**config.mk**
```make
export PLATFORM = sky130hd
export DESIGN_NAME = pipeadc_corrector
export DESIGN_NICKNAME = d
export VERILOG_FILES = /design/src/rtl/pipeadc_corr_pkg.sv /design/src/rtl/pipeadc_stage_align.sv /design/src/rtl/pipeadc_digit_merge.sv /design/src/rtl/pipeadc_offset_clamp.sv /design/src/rtl/pipeadc_corrector.sv
export SDC_FILE = /design/constraint.sdc
export NUM_CORES = 1
export LEC_CHECK = 0
export BUFFER_PORTS_ARGS = -buffer_cell sky130_fd_sc_hd__buf_4
export CORE_ASPECT_RATIO = 0.6
export CORE_UTILIZATION = 42
export CTS_CLUSTER_SIZE = 30
export DETAILED_ROUTE_END_ITERATION = 10
export PLACE_DENSITY_LB_ADDON = 0.2
export SETUP_SLACK_MARGIN = 0.3
export SYNTH_ARGS = -nofsm -noshare
export SYNTH_HDL_FRONTEND = slang
export SYNTH_SLANG_ARGS = --single-unit
```
**constraint.sdc**
```tcl
create_clock -name clk_i -period 6.7 [get_ports clk_i]
set_clock_uncertainty 0.15 [all_clocks]
set_input_delay 1.34 -clock clk_i [delete_from_list [all_inputs] [get_ports clk_i]]
set_output_delay 1.34 -clock clk_i [all_outputs]
set_load 0.005 [all_outputs]
```
**src/rtl/pipeadc_corr_pkg.sv**
```systemverilog
package pipeadc_corr_pkg;

  // Deepest alignment line: three stages share two clock cycles.
  function automatic int max_depth(int n);
    return 1 + (2 * (n - 1)) / 3;
  endfunction

  // Register count for stage index s (0 = most significant stage).
  function automatic int align_depth(int s, int n);
    return max_depth(n) - (2 * s) / 3;
  endfunction

  function automatic logic fa_sum(logic x, logic y, logic ci);
    return x ^ y ^ ci;
  endfunction

  function automatic logic fa_carry(logic x, logic y, logic ci);
    return (x & y) | (x & ci) | (y & ci);
  endfunction

endpackage

```
**src/rtl/pipeadc_stage_align.sv**
```systemverilog
module pipeadc_stage_align
  import pipeadc_corr_pkg::*;
#(
  parameter int NSTAGE = 12
) (
  input  logic                  clk_i,
  input  logic                  rst_i,
  input  logic                  in_valid_i,
  input  logic [2*NSTAGE-1:0]   codes_i,
  output logic                  al_valid_o,
  output logic [2*NSTAGE-1:0]   al_codes_o
);

  localparam int VDEP = max_depth(NSTAGE);

  // One delay line per stage, depth taken from the stepped schedule.
  for (genvar s = 0; s < NSTAGE; s++) begin : g_lane
    localparam int DEP = align_depth(s, NSTAGE);
    logic [1:0] pipe [DEP];

    always_ff @(posedge clk_i) begin
      if (rst_i) begin
        for (int j = 0; j < DEP; j++) pipe[j] <= '0;
      end else begin
        pipe[0] <= codes_i[2*s+1 -: 2];
        for (int j = 1; j < DEP; j++) pipe[j] <= pipe[j-1];
      end
    end

    assign al_codes_o[2*s+1 -: 2] = pipe[DEP-1];
  end

  // The valid strobe travels with stage 1, which has the deepest line.
  logic [VDEP-1:0] vpipe;
  always_ff @(posedge clk_i) begin
    if (rst_i) vpipe <= '0;
    else       vpipe <= {vpipe[VDEP-2:0], in_valid_i};
  end
  assign al_valid_o = vpipe[VDEP-1];

endmodule

```
**src/rtl/pipeadc_digit_merge.sv**
```systemverilog
module pipeadc_digit_merge
  import pipeadc_corr_pkg::*;
#(
  parameter int NSTAGE = 12,
  localparam int W = NSTAGE + 1
) (
  input  logic [2*NSTAGE-1:0] al_codes_i,
  output logic [W-1:0]        merged_o,
  output logic                illegal_o
);

  logic [NSTAGE-1:0] a_eff, b_eff, bad;
  logic [W-1:0]      hi_word, lo_word, cy;

  // Sanitise: forbidden 10 is read as 01.
  for (genvar s = 0; s < NSTAGE; s++) begin : g_digit
    logic ra, rb;
    assign ra       = al_codes_i[2*s+1];
    assign rb       = al_codes_i[2*s];
    assign bad[s]   = ra & ~rb;
    assign a_eff[s] = ra & rb;
    assign b_eff[s] = ra | rb;
    // Digit 2 -> upper weight, digit 1 -> lower weight (uses complement of a).
    assign hi_word[W-1-s] = a_eff[s];
    assign lo_word[W-2-s] = b_eff[s] & ~a_eff[s];
  end
  assign hi_word[0]   = 1'b0;
  assign lo_word[W-1] = 1'b0;
  assign illegal_o    = |bad;

  // Ripple of full-adder cells.
  assign cy[0] = 1'b0;
  for (genvar i = 0; i < W; i++) begin : g_fa
    assign merged_o[i] = fa_sum(hi_word[i], lo_word[i], cy[i]);
    if (i < W - 1) begin : g_cy
      assign cy[i+1] = fa_carry(hi_word[i], lo_word[i], cy[i]);
    end
  end

endmodule

```
**src/rtl/pipeadc_offset_clamp.sv**
```systemverilog
module pipeadc_offset_clamp #(
  parameter int NSTAGE = 12,
  localparam int W = NSTAGE + 1
) (
  input  logic [W-1:0]      merged_i,
  output logic [NSTAGE-1:0] code_o
);

  // Two's complement of the mid-scale-plus-half-LSB bias, modulo 2^W.
  localparam logic [W-1:0] CORR = W'((2 ** W) - ((2 ** (NSTAGE - 1)) - 1));

  function automatic logic [NSTAGE-1:0] correct_clamp(logic [W-1:0] s);
    logic [W:0] ext;
    ext = {1'b0, s} + {1'b1, CORR};
    if (ext[W])        return '0;
    else if (ext[W-1]) return '1;
    else               return ext[NSTAGE-1:0];
  endfunction

  assign code_o = correct_clamp(merged_i);

endmodule

```
**src/rtl/pipeadc_corrector.sv**
```systemverilog
module pipeadc_corrector
  import pipeadc_corr_pkg::*;
#(
  parameter int NSTAGE = 12
) (
  input  logic                clk_i,
  input  logic                rst_i,
  input  logic                in_valid_i,
  input  logic [2*NSTAGE-1:0] stage_code_i,
  output logic [NSTAGE-1:0]   code_o,
  output logic                valid_o,
  output logic                illegal_o
);

  localparam int W      = NSTAGE + 1;
  localparam int LAT    = max_depth(NSTAGE) + 1;
  localparam int CW     = $clog2(LAT + 2) + 1;
  localparam logic [W-1:0] LO_LIM = W'((2 ** (NSTAGE - 1)) - 1);
  localparam logic [W-1:0] HI_LIM = W'((2 ** (NSTAGE - 1)) - 1 + (2 ** NSTAGE) - 1);

  logic                al_valid;
  logic [2*NSTAGE-1:0] al_codes;
  logic [W-1:0]        merged;
  logic                merge_bad;
  logic [NSTAGE-1:0]   code_next;

  pipeadc_stage_align #(.NSTAGE(NSTAGE)) u_align (
    .clk_i      (clk_i),
    .rst_i      (rst_i),
    .in_valid_i (in_valid_i),
    .codes_i    (stage_code_i),
    .al_valid_o (al_valid),
    .al_codes_o (al_codes)
  );

  pipeadc_digit_merge #(.NSTAGE(NSTAGE)) u_merge (
    .al_codes_i (al_codes),
    .merged_o   (merged),
    .illegal_o  (merge_bad)
  );

  pipeadc_offset_clamp #(.NSTAGE(NSTAGE)) u_clamp (
    .merged_i (merged),
    .code_o   (code_next)
  );

  // Output register: synchronous to the clock despite adder delay.
  always_ff @(posedge clk_i) begin
    if (rst_i) begin
      code_o    <= '0;
      valid_o   <= 1'b0;
      illegal_o <= 1'b0;
    end else begin
      valid_o <= al_valid;
      if (al_valid) code_o <= code_next;
      if (al_valid && merge_bad) illegal_o <= 1'b1;
    end
  end

  // Checker state: samples accepted but not yet delivered.
  logic [CW-1:0] inflight;
  always_ff @(posedge clk_i) begin
    if (rst_i) inflight <= '0;
    else       inflight <= inflight + CW'(in_valid_i) - CW'(valid_o);
  end

  a_r1_reset_clears: assert property (@(posedge clk_i)
    rst_i |=> (!valid_o && !illegal_o && code_o == '0));

  a_r3_valid_has_sample: assert property (@(posedge clk_i) disable iff (rst_i)
    valid_o |-> (inflight != '0));

  a_r3_inflight_bound: assert property (@(posedge clk_i) disable iff (rst_i)
    inflight <= CW'(LAT));

  a_r5_offset_in_range: assert property (@(posedge clk_i) disable iff (rst_i)
    (al_valid && merged >= LO_LIM && merged <= HI_LIM)
      |=> ({1'b0, code_o} == $past(merged) - LO_LIM));

  a_r6_clamp_low: assert property (@(posedge clk_i) disable iff (rst_i)
    (al_valid && merged < LO_LIM) |=> (code_o == '0));

  a_r7_clamp_high: assert property (@(posedge clk_i) disable iff (rst_i)
    (al_valid && merged > HI_LIM) |=> (code_o == '1));

  a_r8_flag_sticky: assert property (@(posedge clk_i) disable iff (rst_i)
    illegal_o |=> illegal_o);

  a_r9_hold_code: assert property (@(posedge clk_i) disable iff (rst_i)
    !al_valid |=> $stable(code_o));

endmodule

```
==> results.cfg, run 1 <==
[outcome]
outcome = completed

[global_routing]
grt_pass1_wl_um = 11870
groute.usage.overall = 0.1329
first_global_vias = 2713
global_route.overflow_total = 0
antenna_violations_before_repair = 0
grt_max_degree = 86

[setup_path]
worstSetupStartpointType = register
cp_data_required_time_ns = 6.89
reg2reg_depth = 20
crit_path_top_delay_cell = sky130_fd_sc_hd__fa_1
critical_path.reg2reg.endpoint = code_o[10]$_SDFFE_PP0P_
regToRegSetupSlack_ns = 0.96
worst_path_largest_cell_delay_ns = 0.46
critical_path.n_buffers_inverters = 3
path_class = reg2reg
worst_endpoint_data_arrival_time_ns = 5.93
crit_fanout = 7
cp-end-kind = register
critical-path-top-cell-by-count = sky130_fd_sc_hd__fa_1
reg2reg_from = u_align.g_lane[10].pipe[0][2]$_SDFF_PP0_
timing.critical_path.cells = inv_1, ha_1, inv_1, ha_1, a21o_1, fa_1, inv_1, fa_1, fa_1, fa_1, fa_1, fa_1, fa_1, fa_1, fa_1, xor2_4, xor2_1, o41a_1, a211o_1, o21ai_1
crit_family = adder cells

[clock_tree]
hold_buffers = 0
post_cts_buffers = 0
ctsRootBufferMaster = sky130_fd_sc_hd__clkbuf_16
cts_made_buffers = 17
post_cts_resized = 0
numClockSinks = 134
tritoncts = built
cts-root-to-sink-buffers = 2
htree_num_levels = 4
clock_insertion_delay_worst_skew_ns = 0.41
clk_pin_slew_ns = 0.06

[route]
drc = 0
detail_route.iter0.violations = 143
first_pass_iters = 6
post_drt_via_cell_ratio = 4.512
wire_per_inst_um = 11.07
drt-total-wl_um = 6700
via_total_after_detailed_routing = 2730
ant_nets = 0

[power]
internal_dissipation_mw = 1.405
netSwitchingFraction = 0.2200
power_per_cell_area_mw_per_mm2 = 313.1
p_switching_mw = 0.3961
leakagePower_nw = 2.309
pwr-share-clk = 0.512
worst_ir_drop_vdd_mv = 0.1716
seq_power_share = 0.456
power.combinational.fraction = 0.032
design_power_total_mw = 1.801

[sta]
finalSetupTns_ns = 0
relSlewSlack = 0.4825
final.period_utilization = 0.8563
period_needed_ns = 5.737
tightestPinTransition_ns = 0.7762
finalHoldViolCount = 0
rsz_0062_raised_after_global_routing = no
slew_viol_final = 0
fmax_ghz = 0.1743
setup_violations = 0

[yosys]
mappedNetlistArea_mm2 = 0.004737
complex_gate_fraction_of_the_synthesized_area = 0.06233
synth-seq-area-share = 0.5663
post_synth_mux_area_share = 0
synth.distinct_cells = 40
synthesis.instances = 409
synth-simple-area-share = 0.2005
adder_cell_share_of_the_synthesized_area = 0.1094
share_of_async_settable_or_async_resettable_flops_after_synthesis = 0
synth_top_flop_cell = sky130_fd_sc_hd__dfxtp_1
syn_nets = 472
syn_avg_cell_area_um2 = 11.58
dominant_combinational_cell_family_by_area_after_synthesis = simple AND/OR/NAND/NOR gates
synth_edf_count = 0
yosys_warnings = 0
post_synth_xor_area_fraction = 0.02826
ys_ff_latch = 134

[cells_and_area]
final_instance_count_excl_fillers = 605
diodes = 0
finalNetCount = 516
layout-area-overhead-vs-synth_pct = 21.42
share_of_cells_above_drive_strength_1 = 0.1888

[floorplan]
floorplan.die.width_um = 139.1
floorplan.initialDensity = 0.4396
die_area_mm2 = 0.01172
die_height_um = 84.27
placement_rows = 29
design.portCount = 41
fp.coreArea_mm2 = 0.01078

[worst_hold_path]
hold_depth = 1
worst_hold_path.endpoint = u_align.vpipe[1]$_SDFF_PP0_
timing.hold.worst.class = reg2reg
hold_start = u_align.vpipe[0]$_SDFF_PP0_

[placed_design]
port_buffers = 40
gp_congestion = 0.7884
dp_hpwl_um = 4281
place_inst = 573

[job]
drv_cap = 0
per-stage QoR:
step           setup WS [ns]    util  area, µm²  hold WS (ns)
2_1_floorplan          1.281       -       4737        0.2638
3_3_place_gp           1.183  0.4787       5159        0.2655
3_5_place_dp          0.9714  0.4787       5159        0.2704
4_1_cts               0.9528  0.5337       5752        0.2836
5_1_grt               0.6257  0.5337       5752        0.2948
6_report              0.9626  0.5337       5752        0.2824
Yosys cell counts (2+ instances only):
cell	count	share of area
sky130_fd_sc_hd__a311oi_1	2	0.0037
sky130_fd_sc_hd__inv_1	25	0.020
sky130_fd_sc_hd__xnor2_1	4	0.0074
sky130_fd_sc_hd__a21boi_0	2	0.0032
sky130_fd_sc_hd__nor3_1	3	0.0032
sky130_fd_sc_hd__xor2_1	5	0.0092
sky130_fd_sc_hd__or4_4	2	0.0048
sky130_fd_sc_hd__a21oi_1	7	0.0074
sky130_fd_sc_hd__dfxtp_1	134	0.57
sky130_fd_sc_hd__ha_1	27	0.071
sky130_fd_sc_hd__o21ai_0	2	0.0021
sky130_fd_sc_hd__fa_1	9	0.038
sky130_fd_sc_hd__nor2_1	4	0.0032
sky130_fd_sc_hd__nand2_1	11	0.0087
sky130_fd_sc_hd__nor2b_1	121	0.16
sky130_fd_sc_hd__o21ai_1	2	0.0021
sky130_fd_sc_hd__a221oi_2	8	0.025
sky130_fd_sc_hd__clkbuf_1	15	0.012
sky130_fd_sc_hd__nor4_1	5	0.0066
power by group through the flow:
stage	Clock, mW	Sequential [mW]	Combinational, mW
floorplan	0	0.837	0.0407
global placement	0	0.838	0.0583
detailed placement	0	0.838	0.0591
CTS	0.947	0.821	0.0594
global route	0.983	0.823	0.0651
finish	0.922	0.821	0.0581
cells by family after synthesis:
| kind of cell | Yosys count |
|---|---|
| compound gates | 32 |
| xor+xnor | 11 |
| fa+ha+maj | 36 |
| buf+inv | 42 |
| flops | 134 |
| simple gates | 154 |
worst max-delay path by stage:
stage                     slack, ns  cells after the start                 endpoint                                      from
after floorplan                1.28                     20  code_o[10]$_SDFFE_PP0P_  u_align.g_lane[10].pipe[0][2]$_SDFF_PP0_
after global placement         1.18                     20  code_o[10]$_SDFFE_PP0P_  u_align.g_lane[10].pipe[0][2]$_SDFF_PP0_
after detailed placement       0.97                     20  code_o[10]$_SDFFE_PP0P_  u_align.g_lane[10].pipe[0][2]$_SDFF_PP0_
after CTS                      0.95                     20  code_o[10]$_SDFFE_PP0P_  u_align.g_lane[10].pipe[0][2]$_SDFF_PP0_
after global routing           0.63                     20  code_o[10]$_SDFFE_PP0P_  u_align.g_lane[10].pipe[0][2]$_SDFF_PP0_
final                          0.96                     20  code_o[10]$_SDFFE_PP0P_  u_align.g_lane[10].pipe[0][2]$_SDFF_PP0_
flip-flops by register name (all words and copies together), names as in the netlist:
name and count:
u_align.vpipe 8, u_align.g_lane.pipe 112, valid_o 1, illegal_o 1
code_o 12
cell type report:
class | count | area (µm²)
clock buffers | 18 | 429.2
clock inverters | 14 | 163.9
fillers | 930 | 5025
inverters | 26 | 97.59
multi-input cells | 233 | 1897
flip-flops and latches | 134 | 2683
well taps | 139 | 173.9
repair buffers | 41 | 307.8
routing by layer:
layer,global-route usage,vias up,part of all wire
met5,0,-,0
met4,0.09495,0,0.026
met3,0.05077,20,0.053
met2,0.1997,61,0.44
met1,0.1578,1253,0.48
li1,-,1396,-
cell usage in the layout, fill, tap and decap left out, types with 3 or more instances in the layout:
master                        n
sky130_fd_sc_hd__buf_4       41
sky130_fd_sc_hd__inv_1       25
sky130_fd_sc_hd__a21oi_1      7
sky130_fd_sc_hd__clkbuf_16   17
sky130_fd_sc_hd__ha_1        27
sky130_fd_sc_hd__dfxtp_1    134
sky130_fd_sc_hd__a221oi_2     8
sky130_fd_sc_hd__nor4_1       5
sky130_fd_sc_hd__nor3_1       3
sky130_fd_sc_hd__nand2_1     11
sky130_fd_sc_hd__fa_1         9
sky130_fd_sc_hd__inv_6        6
sky130_fd_sc_hd__xor2_1       5
sky130_fd_sc_hd__nor2b_1    121
sky130_fd_sc_hd__nor2_1       4
sky130_fd_sc_hd__xnor2_1      4
(Power assumes the default switching activity.)
==> run 2, diff against run 1 <==
- CAP_MARGIN: not set -> 20
- CORE_MARGIN: not set -> 3
- CTS_CLUSTER_DIAMETER: not set -> 100
==> run 2 against run 1 <==
Register-to-register slack better by 0.07 ns. Worst setup slack better by 0.065 ns. Routed wire length up 2.3%. Combinational power about the same. Core utilization down 0.081 points. Global-route usage down 0.78 points. Maximum frequency up 1.1%. Via count down 2.3%. Power down 1.3%. Critical path depth unchanged. First-iteration DRC count down 19%. Critical path type unchanged. Critical endpoint unchanged. Highest routed layer unchanged.
==> results.cfg, run 2 (synthesis gave the netlist of run 1 again) <==
[clock_tree]
post_cts_buffers = 0
cts_made_buffers = 17
htree_num_levels = 4
ctsRootBufferMaster = sky130_fd_sc_hd__clkbuf_16
clk_pin_slew_ns = 0.06
numClockSinks = 134
tritoncts = built
hold_buffers = 0
post_cts_resized = 0
clock_insertion_delay_worst_skew_ns = 0.41
cts-root-to-sink-buffers = 2

[placed_design]
gp_congestion = 0.8274
port_buffers = 40
dp_hpwl_um = 4305
place_inst = 573
place_area_mm2 = 0.005159

[setup_path]
cp-end-kind = register
reg2reg_from = u_align.g_lane[10].pipe[0][2]$_SDFF_PP0_
cp_data_required_time_ns = 6.90
reg2reg_depth = 20
worst_endpoint_data_arrival_time_ns = 5.87
critical_path.reg2reg.endpoint = code_o[10]$_SDFFE_PP0P_
regToRegSetupSlack_ns = 1.03
path_class = reg2reg
worstSetupStartpointType = register
crit_fanout = 7

[power]
worst_ir_drop_vdd_mv = 0.1864
power_per_cell_area_mw_per_mm2 = 309.5
leakagePower_nw = 2.303

[global_routing]
global_route.overflow_total = 0
grt_max_degree = 86
first_global_vias = 2612
groute.usage.overall = 0.1252
grt_pass1_wl_um = 12010
antenna_violations_before_repair = 0

[worst_hold_path]
worst_hold_path.endpoint = u_align.g_lane[4].pipe[0][11]$_SDFF_PP0_
hold_start = u_align.g_lane[4].pipe[0][9]$_SDFF_PP0_
timing.hold.worst.class = reg2reg
hold_depth = 1

[cells_and_area]
final_instance_count_excl_fillers = 605
final-seq-area_mm2 = 0.002683
postLayoutCellArea_mm2 = 0.005743
num-fill-cells = 958
largest_register_ff_count = 112
largest_register_by_flop_count = u_align.g_lane.pipe
share_of_cells_above_drive_strength_1 = 0.1910
final_common_cell = sky130_fd_sc_hd__dfxtp_1
total_area_of_multi_input_combinational_cells_mm2 = 0.001897
mostFrequentLayoutCells = 134 x sky130_fd_sc_hd__dfxtp_1, 121 x sky130_fd_sc_hd__nor2b_1, 41 x sky130_fd_sc_hd__buf_4
postLayoutCoreUtil = 0.5329
finalNetCount = 516
layout-area-overhead-vs-synth_pct = 21.24
diodes = 0
leading_registers_by_flop_count = u_align.g_lane.pipe (112), code_o (12), u_align.vpipe (8)

[sta]
finalHoldViolCount = 0
slew_viol_final = 0
rsz_0062_raised_after_global_routing = no
setup_violations = 0
fmax_ghz = 0.1763
finalSetupTns_ns = 0
period_needed_ns = 5.672
tightestPinTransition_ns = 0.7711
relSlewSlack = 0.4860
final.period_utilization = 0.8466

[floorplan]
design.portCount = 41
floorplan.initialDensity = 0.4396
placement_rows = 29
floorplan.die.width_um = 143.1
fp.coreArea_mm2 = 0.01078
die_area_mm2 = 0.01263
die_height_um = 88.27

[route]
first_pass_iters = 4
via_total_after_detailed_routing = 2666
wire_per_inst_um = 11.33
ant_nets = 0
drt-total-wl_um = 6852
detail_route.iter0.violations = 116
drc = 0
post_drt_via_cell_ratio = 4.407

[outcome]
outcome = completed

[job]
drv_cap = 0
-- run 2: cell types whose count changed in the layout (fill, tap and decap cells not counted), sizes merged --
cell      change
clkinvlp      +1
clkinv        +2
inv           -4
clkbuf        +2
bufinv        -1
-- run 2: metal layers --
layer / vias to the layer above / track usage / share of wire / wire [µm]
li1: 1391 / - / - / -
met1: 1216 / 0.1496 / 0.48 / 3321
met2: 47 / 0.1891 / 0.44 / 3012
met3: 12 / 0.06048 / 0.055 / 374
met4: 0 / 0.06557 / 0.021 / 144
met5: - / 0 / 0 / 0
-- run 2: how the worst max path moves through the flow --
stage | start | end | slack, ns | cells past startpoint
after floorplan | u_align.g_lane[10].pipe[0][2]$_SDFF_PP0_ | code_o[10]$_SDFFE_PP0P_ | 1.28 | 20
final | u_align.g_lane[10].pipe[0][2]$_SDFF_PP0_ | code_o[10]$_SDFFE_PP0P_ | 1.03 | 20
after detailed placement | u_align.g_lane[10].pipe[0][2]$_SDFF_PP0_ | code_o[10]$_SDFFE_PP0P_ | 1.02 | 20
after CTS | u_align.g_lane[10].pipe[0][2]$_SDFF_PP0_ | code_o[10]$_SDFFE_PP0P_ | 1.0 | 20
after global placement | u_align.g_lane[10].pipe[0][2]$_SDFF_PP0_ | code_o[10]$_SDFFE_PP0P_ | 1.18 | 20
after global routing | u_align.g_lane[10].pipe[0][2]$_SDFF_PP0_ | code_o[10]$_SDFFE_PP0P_ | 0.72 | 20
-- run 2: layout make-up --
cell class | count | area share
inverters | 26 | 0.01699
flip-flops and latches | 134 | 0.4671
multi-input cells | 233 | 0.3303
well taps | 139 | 0.03028
repair buffers | 41 | 0.05359
clock buffers | 20 | 0.08126
clock inverters | 12 | 0.02048
-- run 2: power by group --
part	switching [mW]	internal [mW]	total (mW)
Clock	0.353	0.545	0.898
Sequential	0.00435	0.817	0.821
Combinational	0.0295	0.0290	0.0584
Total	0.387	1.39	1.78
-- run 2: metrics by stage --
stage | power (mW) | hold WS (ns) | setup WS, ns
final | 1.778 | 0.2808 | 1.028
after global routing | 1.856 | 0.2966 | 0.7203
after CTS | 1.806 | 0.2841 | 0.9973
after detailed placement | 0.8977 | 0.2704 | 1.017
after global placement | 0.8964 | 0.2658 | 1.183
after floorplan | 0.8776 | 0.2638 | 1.281
-- run 2: worst max-delay path, cell delays in order (launching register included) --
cell                      delay, ns
sky130_fd_sc_hd__dfxtp_1       0.35
sky130_fd_sc_hd__inv_1         0.05
sky130_fd_sc_hd__ha_1          0.28
sky130_fd_sc_hd__inv_1         0.05
sky130_fd_sc_hd__ha_1          0.21
sky130_fd_sc_hd__a21o_1        0.14
sky130_fd_sc_hd__fa_1          0.15
sky130_fd_sc_hd__inv_1         0.05
sky130_fd_sc_hd__fa_1          0.37
sky130_fd_sc_hd__fa_1          0.38
sky130_fd_sc_hd__fa_1          0.38
sky130_fd_sc_hd__fa_1          0.40
sky130_fd_sc_hd__fa_1          0.39
sky130_fd_sc_hd__fa_1          0.39
sky130_fd_sc_hd__fa_1          0.39
sky130_fd_sc_hd__fa_1          0.46
sky130_fd_sc_hd__xor2_4        0.35
sky130_fd_sc_hd__xor2_1        0.12
sky130_fd_sc_hd__o41a_1        0.13
sky130_fd_sc_hd__a211o_1       0.29
sky130_fd_sc_hd__o21ai_1       0.10
==> run 3, diff against run 2 <==
- ABC_AREA: not set -> 1
- clock period: 6.7 -> 4.9 ns (I/O delays scaled with it)
==> run 3 against run 2 <==
Clock power grew 36%. Core utilization grew 3.2 points. The flow now finishes with violations (negative setup slack). Largest power group unchanged. Synthesized cell count grew 43%. Count of clock-buffer cells in the layout shrank 2. Routed wire length grew 19%. Register-to-register slack lost 1.4 ns. Critical path depth grew 23. Area after synthesis grew 4.4%. Maximum frequency grew 6.8%. Combinational power grew 69%. Cell area grew 12%.
==> results.cfg, run 3 <==
[global_routing]
global_route.overflow_total = 0
globalRouteMet3Util = 0.05189
grt_pass1_wl_um = 14280
antenna_violations_before_repair = 0
grt_max_degree = 108
groute.usage.overall = 0.1344
grtUsageMet2 = 0.2076
first_global_vias = 3268
busiest_layer_in_global_routing = met2
gr-usage-met1 = 0.1652

[power]
design_power_total_mw = 2.446
worst_ir_drop_vdd_mv = 0.2562
internal_dissipation_mw = 1.913
pwr-share-clk = 0.500
leakagePower_nw = 2.894
power.combinational.fraction = 0.040
seq_power_share = 0.460
p_switching_mw = 0.5330
power_per_cell_area_mw_per_mm2 = 379.5
netSwitchingFraction = 0.2179

[yosys]
netlist.area_leader.share = 0.5425
synth-seq-area-share = 0.5425
syn_nets = 646
synth.cells.most_frequent = 158 x sky130_fd_sc_hd__inv_1, 134 x sky130_fd_sc_hd__dfxtp_1, 129 x sky130_fd_sc_hd__nor2_1
synth.distinct_cells = 26
synth-simple-area-share = 0.1771
synth_top_flop_cell = sky130_fd_sc_hd__dfxtp_1
complex_gate_fraction_of_the_synthesized_area = 0.02303
post_synth_xor_area_fraction = 0.01240
ys_ff_latch = 134
yosys_warnings = 0
synth.area.top_cells = sky130_fd_sc_hd__dfxtp_1 54%, sky130_fd_sc_hd__inv_1 12%, sky130_fd_sc_hd__nor2_1 9.8%
share_of_async_settable_or_async_resettable_flops_after_synthesis = 0
dominant_combinational_cell_family_by_area_after_synthesis = simple AND/OR/NAND/NOR gates
synthesis.instances = 583
post_synth_mux_area_share = 0
synth_most_common_cell = sky130_fd_sc_hd__inv_1
syn_avg_cell_area_um2 = 8.482
synth_edf_count = 0
adder_cell_share_of_the_synthesized_area = 0.1048
yosys.area.top_type = sky130_fd_sc_hd__dfxtp_1
mappedNetlistArea_mm2 = 0.004945

[clock_tree]
ctsRootBufferMaster = sky130_fd_sc_hd__clkbuf_16
clk_pin_slew_ns = 0.06
tritoncts = built
cts_made_buffers = 17
clock_insertion_delay_worst_skew_ns = 0.41
htree_num_levels = 4
cts-root-to-sink-buffers = 2
hold_buffers = 0
numClockSinks = 134

[route]
post_drt_via_cell_ratio = 4.056
ant_nets = 0
detail_route.iter0.violations = 126
via_total_after_detailed_routing = 3391
first_pass_iters = 4
drc = 0
drt-total-wl_um = 8150
wire_per_inst_um = 9.749

[cells_and_area]
largest_register_ff_count = 112
share_of_cells_above_drive_strength_1 = 0.2589
mostFrequentLayoutCells = 155 x sky130_fd_sc_hd__inv_1, 131 x sky130_fd_sc_hd__dfxtp_1, 129 x sky130_fd_sc_hd__nor2_1
leading_registers_by_flop_count = u_align.g_lane.pipe (112), code_o (12), u_align.vpipe (8)
layout-area-overhead-vs-synth_pct = 30.34
finalNetCount = 727
num-fill-cells = 1050
final_common_cell = sky130_fd_sc_hd__inv_1
diodes = 0
largest_register_by_flop_count = u_align.g_lane.pipe
postLayoutCoreUtil = 0.5648

[setup_path]
crit_family = buffers and inverters
critical_path.n_buffers_inverters = 31
crit_path_top_delay_cell = sky130_fd_sc_hd__dfxtp_2
worst_endpoint_data_arrival_time_ns = 5.44
cp-end-kind = register
worst_path_largest_cell_delay_ns = 0.34
path_class = reg2reg
crit_fanout = 6
critical-path-top-cell-by-count = sky130_fd_sc_hd__buf_4
worstSetupStartpointType = register
cp_data_required_time_ns = 5.02

[sta]
finalHoldViolCount = 0
period_needed_ns = 5.311
setup_violations = 12
rsz_0062_raised_after_global_routing = yes
slew_viol_final = 0
fmax_ghz = 0.1883
final_critical_path_setup_slack_ns = -0.4106
relSlewSlack = 0.3228
final.period_utilization = 1.084
final.hold.worst_slack_ns = 0.2467
tightestPinTransition_ns = 1.016

[placed_design]
port_buffers = 40
pre_cts_slack_ns = -0.4743
gp_congestion = 0.8196
dp_hpwl_um = 4741

[job]
drv_cap = 0

[floorplan]
floorplan.initialDensity = 0.4333
fp.coreArea_mm2 = 0.01141
placement_rows = 30
die_height_um = 90.05
floorplan.die.width_um = 146.1
die_area_mm2 = 0.01315
design.portCount = 41

[outcome]
outcome = complete, but fails checks
violations_in_the_final_reports = negative setup slack

[worst_hold_path]
timing.hold.worst.class = reg2reg
-- run 3: metal layers --
metal,routed length (µm),share of wire,up-vias
li1,-,-,1803
met1,3881,0.48,1498
met2,3652,0.45,72
met3,433,0.053,18
met4,182,0.022,0
met5,0,0,-
-- run 3: logic make-up after synthesis --
logic type	Yosys count
AOI/OAI and AO/OA	14
xor gates and xnor gates	7
adders and majority gates	36
buffers and inverters	179
DFF	134
and+or+nand+nor	213
-- run 3: area by class of cell --
class | count | area, µm² | share of cell area
clock buffer | 18 | 429.2 | 0.06659
sequential | 134 | 2686 | 0.4168
clock inverter | 13 | 150.1 | 0.02330
inverter | 161 | 611.8 | 0.09493
tap | 160 | 200.2 | 0.03106
timing repair buffer | 79 | 615.6 | 0.09552
multi-input combinational | 271 | 1752 | 0.2718
-- run 3: metrics by stage --
| stage | instances | setup TNS [ns] | cell area [µm²] |
|---|---|---|---|
| 2_1_floorplan | 583 | -4.475 | 4969 |
| 3_3_place_gp | 773 | -5.015 | 5441 |
| 3_5_place_dp | 773 | -5.524 | 5441 |
| 4_1_cts | 832 | -4.221 | 6289 |
| 5_1_grt | 836 | -6.237 | 6445 |
| 6_report | 836 | -4.702 | 6445 |
-- run 3: power groups by stage --
stage	registers, mW	clock network [mW]	logic, mW
floorplan	1.15	0	0.0574
global placement	1.15	0	0.0835
detailed placement	1.15	0	0.0858
CTS	1.12	1.26	0.0929
global route	1.13	1.30	0.113
finish	1.13	1.22	0.0987
-- run 3: worst paths after layout --
path / startpoint / to / slack (ns) / depth (start not counted)
setup / recovery: u_align.g_lane[10].pipe[0][2]$_SDFF_PP0_ / code_o[5]$_SDFFE_PP0P_ / -0.41 / 43
hold / removal: u_align.g_lane[3].pipe[0][1]$_SDFF_PP0_ / u_align.g_lane[3].pipe[0][3]$_SDFF_PP0_ / 0.25 / 2
setup reg to reg: u_align.g_lane[10].pipe[0][2]$_SDFF_PP0_ / code_o[5]$_SDFFE_PP0P_ / -0.41 / 43
hold reg to reg: u_align.g_lane[3].pipe[0][1]$_SDFF_PP0_ / u_align.g_lane[3].pipe[0][3]$_SDFF_PP0_ / 0.25 / 2
-- run 3: worst min-delay path, cell delays in order (launching register included) --
cell                      delay (ns)
sky130_fd_sc_hd__dfxtp_1        0.29
sky130_fd_sc_hd__inv_1          0.04
sky130_fd_sc_hd__nor2_1         0.03
-- run 3: what timing repair did --
action	in CTS	in global routing
gates resized for setup	14	34
endpoints found under the setup margin	12	12
buffers inserted	27	4
gates cloned	1	0
pin swaps	2	15
